### src/rtl/alu16_pkg.sv
package alu16_pkg;

  // Operation codes; the numeric order is the select encoding seen at sel_i.
  typedef enum logic [2:0] {
    OP_ZERO  = 3'd0,
    OP_BSUBA = 3'd1,
    OP_ASUBB = 3'd2,
    OP_ADD   = 3'd3,
    OP_XOR   = 3'd4,
    OP_OR    = 3'd5,
    OP_AND   = 3'd6,
    OP_ONES  = 3'd7
  } alu_op_e;

  function automatic logic op_is_arith(input logic [2:0] op);
    return (op == OP_BSUBA) || (op == OP_ASUBB) || (op == OP_ADD);
  endfunction

endpackage

### src/rtl/alu16_slice.sv
// One W-bit slice. Lower slices report active-low group generate/propagate
// on aux_o = {gen_n, prop_n}; the most significant variant reports
// aux_o = {carry_out, overflow} instead.
module alu16_slice
  import alu16_pkg::*;
#(
  parameter int unsigned W      = 4,
  parameter bit          IS_MSB = 1'b0
) (
  input  logic [W-1:0] a_i,
  input  logic [W-1:0] b_i,
  input  logic [2:0]   sel_i,
  input  logic         cin_i,
  output logic [W-1:0] f_o,
  output logic [1:0]   aux_o
);

  logic         arith;
  logic [W-1:0] opx;
  logic [W-1:0] opy;
  logic [W-1:0] bit_gen;
  logic [W-1:0] bit_tr;
  logic [W-1:0] half_sum;
  logic [W-1:0] chain;

  assign arith = op_is_arith(sel_i);

  // Operand conditioning: invert the subtrahend.
  always_comb begin
    opx = (sel_i == OP_BSUBA) ? ~a_i : a_i;
    opy = (sel_i == OP_ASUBB) ? ~b_i : b_i;
  end

  assign bit_gen  = opx & opy;
  assign bit_tr   = opx | opy;
  assign half_sum = opx ^ opy;

  // Carry into each bit position of this slice.
  always_comb begin
    chain[0] = cin_i;
    for (int i = 1; i < int'(W); i++) begin
      chain[i] = bit_gen[i-1] | (bit_tr[i-1] & chain[i-1]);
    end
  end

  always_comb begin
    unique case (sel_i)
      OP_BSUBA, OP_ASUBB, OP_ADD: f_o = half_sum ^ chain;
      OP_XOR:  f_o = a_i ^ b_i;
      OP_OR:   f_o = a_i | b_i;
      OP_AND:  f_o = a_i & b_i;
      OP_ONES: f_o = '1;
      default: f_o = '0;
    endcase
  end

  generate
    if (IS_MSB) begin : g_msb
      logic carry_top;
      assign carry_top = bit_gen[W-1] | (bit_tr[W-1] & chain[W-1]);
      assign aux_o[1]  = arith & carry_top;
      assign aux_o[0]  = arith & (carry_top ^ chain[W-1]);
    end else begin : g_grp
      logic grp_gen;
      logic grp_tr;
      always_comb begin
        grp_gen = 1'b0;
        for (int i = 0; i < int'(W); i++) begin
          grp_gen = bit_gen[i] | (bit_tr[i] & grp_gen);
        end
        grp_tr = &bit_tr;
      end
      // Active-low group signals, held inactive outside arithmetic codes.
      assign aux_o[1] = ~(arith & grp_gen);
      assign aux_o[0] = ~(arith & grp_tr);
    end
  endgenerate

endmodule

### src/rtl/alu16_cla.sv
// Lookahead unit: carry into slice k (k >= 1) as a flat sum of products over
// the group signals of slices 0..k-1 and the global carry input.
module alu16_cla #(
  parameter int unsigned N = 4
) (
  input  logic [N-2:0] gen_n_i,
  input  logic [N-2:0] prop_n_i,
  input  logic         cin_i,
  output logic [N-1:1] carry_o
);

  logic [N-2:0] gg;
  logic [N-2:0] pp;

  assign gg = ~gen_n_i;
  assign pp = ~prop_n_i;

  always_comb begin
    for (int k = 1; k < int'(N); k++) begin
      logic acc;
      logic term;
      // Term with the global carry input.
      term = cin_i;
      for (int m = 0; m < k; m++) term = term & pp[m];
      acc = term;
      // One term per generating slice j below k.
      for (int j = 0; j < k; j++) begin
        term = gg[j];
        for (int m = j + 1; m < k; m++) term = term & pp[m];
        acc = acc | term;
      end
      carry_o[k] = acc;
    end
  end

endmodule

### src/rtl/alu16_top.sv
module alu16_top #(
  parameter int unsigned SLICE_W  = 4,
  parameter int unsigned N_SLICES = 4
) (
  input  logic [SLICE_W*N_SLICES-1:0] a_i,
  input  logic [SLICE_W*N_SLICES-1:0] b_i,
  input  logic [2:0]                  sel_i,
  input  logic                        cin_i,
  output logic [SLICE_W*N_SLICES-1:0] f_o,
  output logic                        cout_o,
  output logic                        ovr_o
);

  localparam int unsigned WIDTH = SLICE_W * N_SLICES;

  logic [N_SLICES-1:0] slice_cin;
  logic [N_SLICES-2:0] grp_gen_n;
  logic [N_SLICES-2:0] grp_prop_n;
  logic [N_SLICES-1:1] la_carry;

  assign slice_cin[0] = cin_i;

  generate
    for (genvar s = 0; s < int'(N_SLICES); s++) begin : g_slice
      logic [1:0] aux;
      alu16_slice #(
        .W      (SLICE_W),
        .IS_MSB (s == int'(N_SLICES) - 1)
      ) slice_i (
        .a_i   (a_i[s*SLICE_W +: SLICE_W]),
        .b_i   (b_i[s*SLICE_W +: SLICE_W]),
        .sel_i (sel_i),
        .cin_i (slice_cin[s]),
        .f_o   (f_o[s*SLICE_W +: SLICE_W]),
        .aux_o (aux)
      );
      if (s == int'(N_SLICES) - 1) begin : g_top
        assign cout_o = aux[1];
        assign ovr_o  = aux[0];
      end else begin : g_low
        assign grp_gen_n[s]    = aux[1];
        assign grp_prop_n[s]   = aux[0];
        assign slice_cin[s+1]  = la_carry[s+1];
      end
    end
  endgenerate

  alu16_cla #(
    .N (N_SLICES)
  ) cla_i (
    .gen_n_i  (grp_gen_n),
    .prop_n_i (grp_prop_n),
    .cin_i    (cin_i),
    .carry_o  (la_carry)
  );

endmodule

### config.mk
export PLATFORM = sky130hd
export DESIGN_NAME = alu16_top
export DESIGN_NICKNAME = d
export VERILOG_FILES = /design/src/rtl/alu16_pkg.sv /design/src/rtl/alu16_slice.sv /design/src/rtl/alu16_cla.sv /design/src/rtl/alu16_top.sv
export SDC_FILE = /design/constraint.sdc
export NUM_CORES = 1
export LEC_CHECK = 0
export ABC_CLOCK_PERIOD_IN_PS = 6200
export CAP_MARGIN = 20
export CORE_MARGIN = 2
export CORE_UTILIZATION = 54
export DETAILED_ROUTE_END_ITERATION = 10
export PLACE_DENSITY = 0.86
export SLEW_MARGIN = 20
export SYNTH_ARGS = -nofsm -noshare
export SYNTH_HDL_FRONTEND = slang
export SYNTH_SLANG_ARGS = --single-unit
### constraint.sdc
create_clock -name vclk -period 6.2
set_input_delay 0.62 -clock vclk [all_inputs]
set_output_delay 0.62 -clock vclk [all_outputs]
set_load 0.02 [all_outputs]
Yosys cells after proc, flatten, opt, wreduce, memory -nomap -nowiden
Cells that the tools add are included.

cells by class
  equality and inequality tests = 7
  multiplexer cells = 12
  bitwise operators = 109
  reductions and logical operators = 6

operators with widths
  operator            count
  $pmux 4 s5          4
  $xor 4x4->4         12
  $and 1x1->1         36
  $and 4x4->4         8
  $mux 4              8
  $not 4->4           8
  $or 4x4->4          8
  $or 1x1->1          28
  $eq 3x3->1 const B  4
  $reduce_and 4->1    3
  $eq 3x2->1 const B  2
  $not 1->1           6
  $not 3->3           2
  $eq 3x1->1 const B  1
  $reduce_or 3->1     1
  $logic_or 1x1->1    2
  $xor 1x1->1         1

word-level totals
  register bits = 0
  input port bits = 36
  word-level logic and storage cells = 134

Logic depth before layout (Yosys ltp)
  depth after elaboration = 27
  depth in mapped cells = 19
  mapped depth without buffers = 17

Modules after synthesis
From an unflattened synthesis, not the netlist that was laid out.

unflattened totals
  cells, all modules = 306
  area, all modules = 2547.4 um^2

by module, submodules not included
  module                                 times used  cells each  area an instance (um^2)  sequential area each (um^2)
  alu16_slice at g_slice[1].slice_i ...  2           80          658.1                    0.0
  alu16_slice at g_slice[0].slice_i      1           79          670.6                    0.0
  alu16_slice at g_slice[3].slice_i      1           61          520.5                    0.0
  alu16_cla                              1           6           40.0                     0.0

Worst setup path after synthesis
No wires, ideal clock.

  kind = input -> output
  start = input sel_i[0]
  end = output f_o[15]
  data arrival time = 4.734 ns
  path slack = 0.846 ns
  cell stages on the path = 19
  path through = buf_2 nand2b_1 nor2_4 buf_4 xnor2_1 inv_2 ha_1 or4_1 or3_1 a31oi_1 or3_1 fa_1 inv_1 fa_1 fa_1 inv_1 fa_1 o22ai_1 a21oi_1

between the ends
  longest elaborated chain between the ends = 25
  elaborated cells between the ends (all ways) = 79
  classes of those cells = 7 x eq/ne; 9 x mux; 57 x bitwise; 6 x reduce/logical

ends and longest elaborated chain
  what                                       RTL line                              RTL
  start, declared                            alu16_top.sv:7                        input logic [2:0] sel_i,
  $eq 3x1->1 or $eq 3x2->1 (tied branches)   n/a
  $mux 4 (on tied branches)                  alu16_slice.sv:30, alu16_slice.sv:31
  $or 4x4->4 or $and 4x4->4 (tied branches)  alu16_slice.sv:35, alu16_slice.sv:34
  $and 1x1->1                                alu16_slice.sv:69                     grp_gen = bit_gen[i] | (bit_tr[i] & grp_gen);
  $or 1x1->1                                 alu16_slice.sv:69
  $and 1x1->1                                alu16_slice.sv:69
  $or 1x1->1                                 alu16_slice.sv:69
  $and 1x1->1                                alu16_slice.sv:69
  [... 9 more ...]                           n/a
  $and 1x1->1                                alu16_slice.sv:42                     chain[i] = bit_gen[i-1] | (bit_tr[i-1] & chain[i-1]);
  $or 1x1->1                                 alu16_slice.sv:42
  $and 1x1->1                                alu16_slice.sv:42
  $or 1x1->1                                 alu16_slice.sv:42
  $and 1x1->1                                alu16_slice.sv:42
  $or 1x1->1                                 alu16_slice.sv:42
  $xor 4x4->4                                alu16_slice.sv:48                     OP_BSUBA, OP_ASUBB, OP_ADD: f_o = half_sum ^ chain;
  $pmux 4 s5 *                               alu16_slice.sv:47                     unique case (sel_i)
  end, declared                              alu16_top.sv:9                        output logic [SLICE_W*N_SLICES-1:0] f_o,

Mark *: on every way between the ends. The rest lies on a longest branch, timed or not.

Worst setup path after layout
  start = input sel_i[1]
  end = output f_o[15]

Same word-level chain as after synthesis.

==> results.md <==
| Step | Result | This run |
|---|---|---|
| synthesis | Share of the synthesized area in the top cell type | 30.8% |
| floorplan | Initial standard-cell utilization of the core | 56.5% |
| power | Power, Total | 307 uW |
| min path | Kind of path behind the tightest hold check | input port to primary output |
| setup path | Kind of launch point of the worst setup path | input port |
| floorplan | CORE AREA | 0.00403 mm^2 |
| timing | Relative slew slack | 53.3% |
| placed design | Detailed-placement wirelength estimate | 4.48 mm |
| setup path | Max FO, Critical Path | 8 |
| flow run | Number of maximum-capacitance constraint violations | 0 |
| setup path | Data arrival time of the critical path | 5.31 ns |
| synthesis | Cell accounting for the most synthesized area | sky130_fd_sc_hd__ha_1 |
| synthesis | Largest cells by area after synthesis | sky130_fd_sc_hd__ha_1 31%, sky130_fd_sc_hd__xnor2_1 13%, sky130_fd_sc_hd__fa_1 11% |
| timing | Final worst-path cycle share | 95.6% |
| route | Number of remaining DRC errors | 0 |
| synthesis | Cell area after synthesis | 0.00227 mm^2 |
| grt | Global-route wire length before repair | 9.07 mm |
| route | Count of vias placed by the detailed router | 2144 |
| floorplan | Die height | 68.9 um |
| route | Average wire per cell in the routed design | 13.1 um |
| power | Worst VDD drop | 0.0675 mV |
| synthesis | Synthesized net count | 412 |
| timing | Transition at the pin with the smallest max-transition slack | 0.699 ns |
| route | Post-detailed-route via-to-cell ratio | 5.23 |
| synthesis | Share of the yosys chip area belonging to registers | 0% |
| final layout | Count of antenna diodes in the layout | 0 |
| timing | Fin. Hold Viols | 0 |
| synthesis | Post-synthesis cell type count | 34 |
| route | Total routed wirelength | 5.38 mm |
| route | Post-route antenna net violation count | 0 |
| timing | Achievable Freq | 169 MHz |
| timing | Number of endpoints failing setup at the final stage | 0 |
| final layout | Filler Cells Inserted | 334 |
| min path | Worst Hold Endpoint | f_o[11] |
| route | Count of TritonRoute iterations in the first routing pass | 4 |
| clock network | Post-CTS repair timing setup buffer count | 0 |
| min path | Hold_sp | sel_i[2] |
| placed design | GPL Wtd Cong | 0.836 |
| synthesis | Number of standard cells after synthesis | 307 |
| floorplan | Full die area | 0.00475 mm^2 |
| power | Power density cells | 105 mW/mm^2 |
| final layout | Final net count | 467 |
| timing | Setup repair after global routing missed its margin | no |
| setup path | Data required time of the critical path | 5.58 ns |
| grt | Maximum number of pins on one net before global-route repair | 37 |
| setup path | Kind of capture point of the worst setup path | primary output |
| final layout | Area overhead of the layout relative to synthesis | 29.2% |
| synthesis | Syn Area/Cell | 7.41 um^2 |
| timing | Final Max Tran Viols | 0 |
| final layout | Multi-input combinational cell area | 0.00194 mm^2 |
| grt | Total Routing Usage GR | 24.4% |
| grt | Global route overflow | 0 |
| grt | Initial antenna violation count | 0 |
| route | Number of DRC markers after the initial detailed-route iteration | 63 |
| floorplan | Horizontal extent of the die | 68.9 um |
| floorplan | Rows | 23 |
| min path | Number of cells on the worst hold path | 5 |
| synthesis | Yosys warning count | 0 |
| final layout | Sequential cell area | 0 um^2 |
| final layout | Layout sequential cell count | 0 |
| timing | Accumulated negative setup slack | 0 ns |
| power | Leakage power summed over all cells | 1.55 nW |
| final layout | Clk_buf instances | 0 |
| timing | Minimum period implied by the final worst setup slack | 5.93 ns |
| final layout | Core utilization of the finished layout | 72.9% |
| floorplan | Boundary pin count | 54 |
| placed design | # port buffers | 54 |
| placed design | Post-place instance area | 0.00292 mm^2 |
| setup path | Crit Path Class | input port to primary output |
| run status | Run status | finished clean |
| final layout | Post-Layout Inst Area | 0.00294 mm^2 |
| grt | Via count of the first global-routing pass | 2126 |
| final layout | Share of post-route cells with drive strength above 1 | 7.78% |
routing by layer:
layer	vias to the layer above	part of all wire [%]	GRT usage, %
met2	57	52	48.6
met1	1008	42	28.8
met5	-	0	0
met4	0	0.59	3.92
li1	1075	-	-
met3	4	4.7	1.30
layout by cell type, fill, tap and decap left out, types with 2 or more instances in the layout:
master                            count
sky130_fd_sc_hd__or3_1                2
sky130_fd_sc_hd__buf_4               13
sky130_fd_sc_hd__inv_2               10
sky130_fd_sc_hd__o221ai_1             2
sky130_fd_sc_hd__xor2_1               3
sky130_fd_sc_hd__dlymetal6s2s_1       3
sky130_fd_sc_hd__inv_1               63
sky130_fd_sc_hd__a31oi_1              3
sky130_fd_sc_hd__o21ai_0             15
sky130_fd_sc_hd__clkdlybuf4s50_1     50
sky130_fd_sc_hd__o22ai_1             13
sky130_fd_sc_hd__nand2_1             14
sky130_fd_sc_hd__ha_1                56
sky130_fd_sc_hd__nor2b_1              4
sky130_fd_sc_hd__o21ai_1              4
sky130_fd_sc_hd__fa_1                13
sky130_fd_sc_hd__o21bai_1             2
sky130_fd_sc_hd__a21o_1              13
sky130_fd_sc_hd__xnor2_1             33
sky130_fd_sc_hd__nor2_1              10
sky130_fd_sc_hd__a21oi_1             20
repair_timing:
action                                  in CTS  in global routing
resized for setup                            1                  3
pin swaps                                    0                  1
hold buffers                                 0                  0
cloned                                       0                  0
endpoints found under the setup margin       1                  4
final cells by class:
type,instances,share of cell area [%]
Multi-Input combinational cell,219,65.9
Timing Repair Buffer,68,22.6
Tap cell,50,2.13
Inverter,73,9.33
synthesized netlist by cell type:
cell type,count
sky130_fd_sc_hd__and2_1,1
sky130_fd_sc_hd__o21a_1,1
sky130_fd_sc_hd__or4_1,1
sky130_fd_sc_hd__xnor2_1,33
sky130_fd_sc_hd__xor2_1,3
sky130_fd_sc_hd__o21bai_1,2
sky130_fd_sc_hd__o21ai_0,15
sky130_fd_sc_hd__nor2_1,10
sky130_fd_sc_hd__ha_1,56
sky130_fd_sc_hd__buf_4,2
sky130_fd_sc_hd__o221ai_1,2
sky130_fd_sc_hd__a21oi_1,20
sky130_fd_sc_hd__nand3b_1,1
sky130_fd_sc_hd__a21o_1,13
sky130_fd_sc_hd__or4_4,1
sky130_fd_sc_hd__o22ai_1,13
sky130_fd_sc_hd__nand2_1,14
sky130_fd_sc_hd__buf_1,2
sky130_fd_sc_hd__clkbuf_1,7
sky130_fd_sc_hd__fa_1,13
sky130_fd_sc_hd__inv_2,10
sky130_fd_sc_hd__nand3_1,1
sky130_fd_sc_hd__or3_1,2
sky130_fd_sc_hd__o21ai_1,4
sky130_fd_sc_hd__nor3b_1,1
sky130_fd_sc_hd__a31oi_1,3
sky130_fd_sc_hd__nor4b_1,1
sky130_fd_sc_hd__nor2_4,1
sky130_fd_sc_hd__o21ai_4,1
sky130_fd_sc_hd__nor2b_1,4
sky130_fd_sc_hd__nand2b_1,1
sky130_fd_sc_hd__buf_2,4
sky130_fd_sc_hd__inv_1,63
sky130_fd_sc_hd__a211oi_1,1
through the flow:
stage	hold WS (ns)	cells	worst slack, ns
CTS	2.35	409	0.183
finish	2.13	410	0.270
floorplan	1.57	307	0.846
detailed placement	2.48	409	-0.0000209
global route	2.17	410	0.0309
global placement	2.48	409	0.134
cell families after synthesis:
group | synth area share (%)
simple gates | 8.75
compound gates | 20.1
xor+xnor | 13.9
buf+inv | 15.1
fa+ha+maj | 42.2
how the worst max path moves through the flow:
stage | startpoint | end | slack [ns]
floorplan | sel_i[0] | f_o[15] | 0.85
global placement | sel_i[2] | f_o[15] | 0.13
detailed placement | sel_i[2] | f_o[15] | -0.00002
CTS | sel_i[2] | ovr_o | 0.18
global route | sel_i[1] | f_o[15] | 0.03
finish | sel_i[1] | f_o[15] | 0.27
power breakdown:
part           total (mW)  internal [mW]  switching, mW  leakage, nW
sequential              0              0              0            0
clock                   0              0              0            0
combinational       0.307          0.146          0.161         1.55
worst max-delay path, stage by stage:
cell and delay [ns]:
sky130_fd_sc_hd__clkdlybuf4s50_1 0.54, sky130_fd_sc_hd__nand2b_1 0.12, sky130_fd_sc_hd__nor2_4 0.22, sky130_fd_sc_hd__xnor2_1 0.18, sky130_fd_sc_hd__inv_1 0.11, sky130_fd_sc_hd__ha_1 0.21, sky130_fd_sc_hd__or4_4 0.53, sky130_fd_sc_hd__or3_1 0.35
sky130_fd_sc_hd__a31oi_1 0.13, sky130_fd_sc_hd__or3_1 0.14, sky130_fd_sc_hd__fa_1 0.18, sky130_fd_sc_hd__inv_1 0.06, sky130_fd_sc_hd__fa_1 0.43, sky130_fd_sc_hd__fa_1 0.42, sky130_fd_sc_hd__inv_1 0.09, sky130_fd_sc_hd__fa_1 0.41
sky130_fd_sc_hd__o22ai_1 0.17, sky130_fd_sc_hd__a21oi_1 0.06, sky130_fd_sc_hd__dlygate4sd2_1 0.34
No activity file was read; power rests on OpenSTA's default activity.
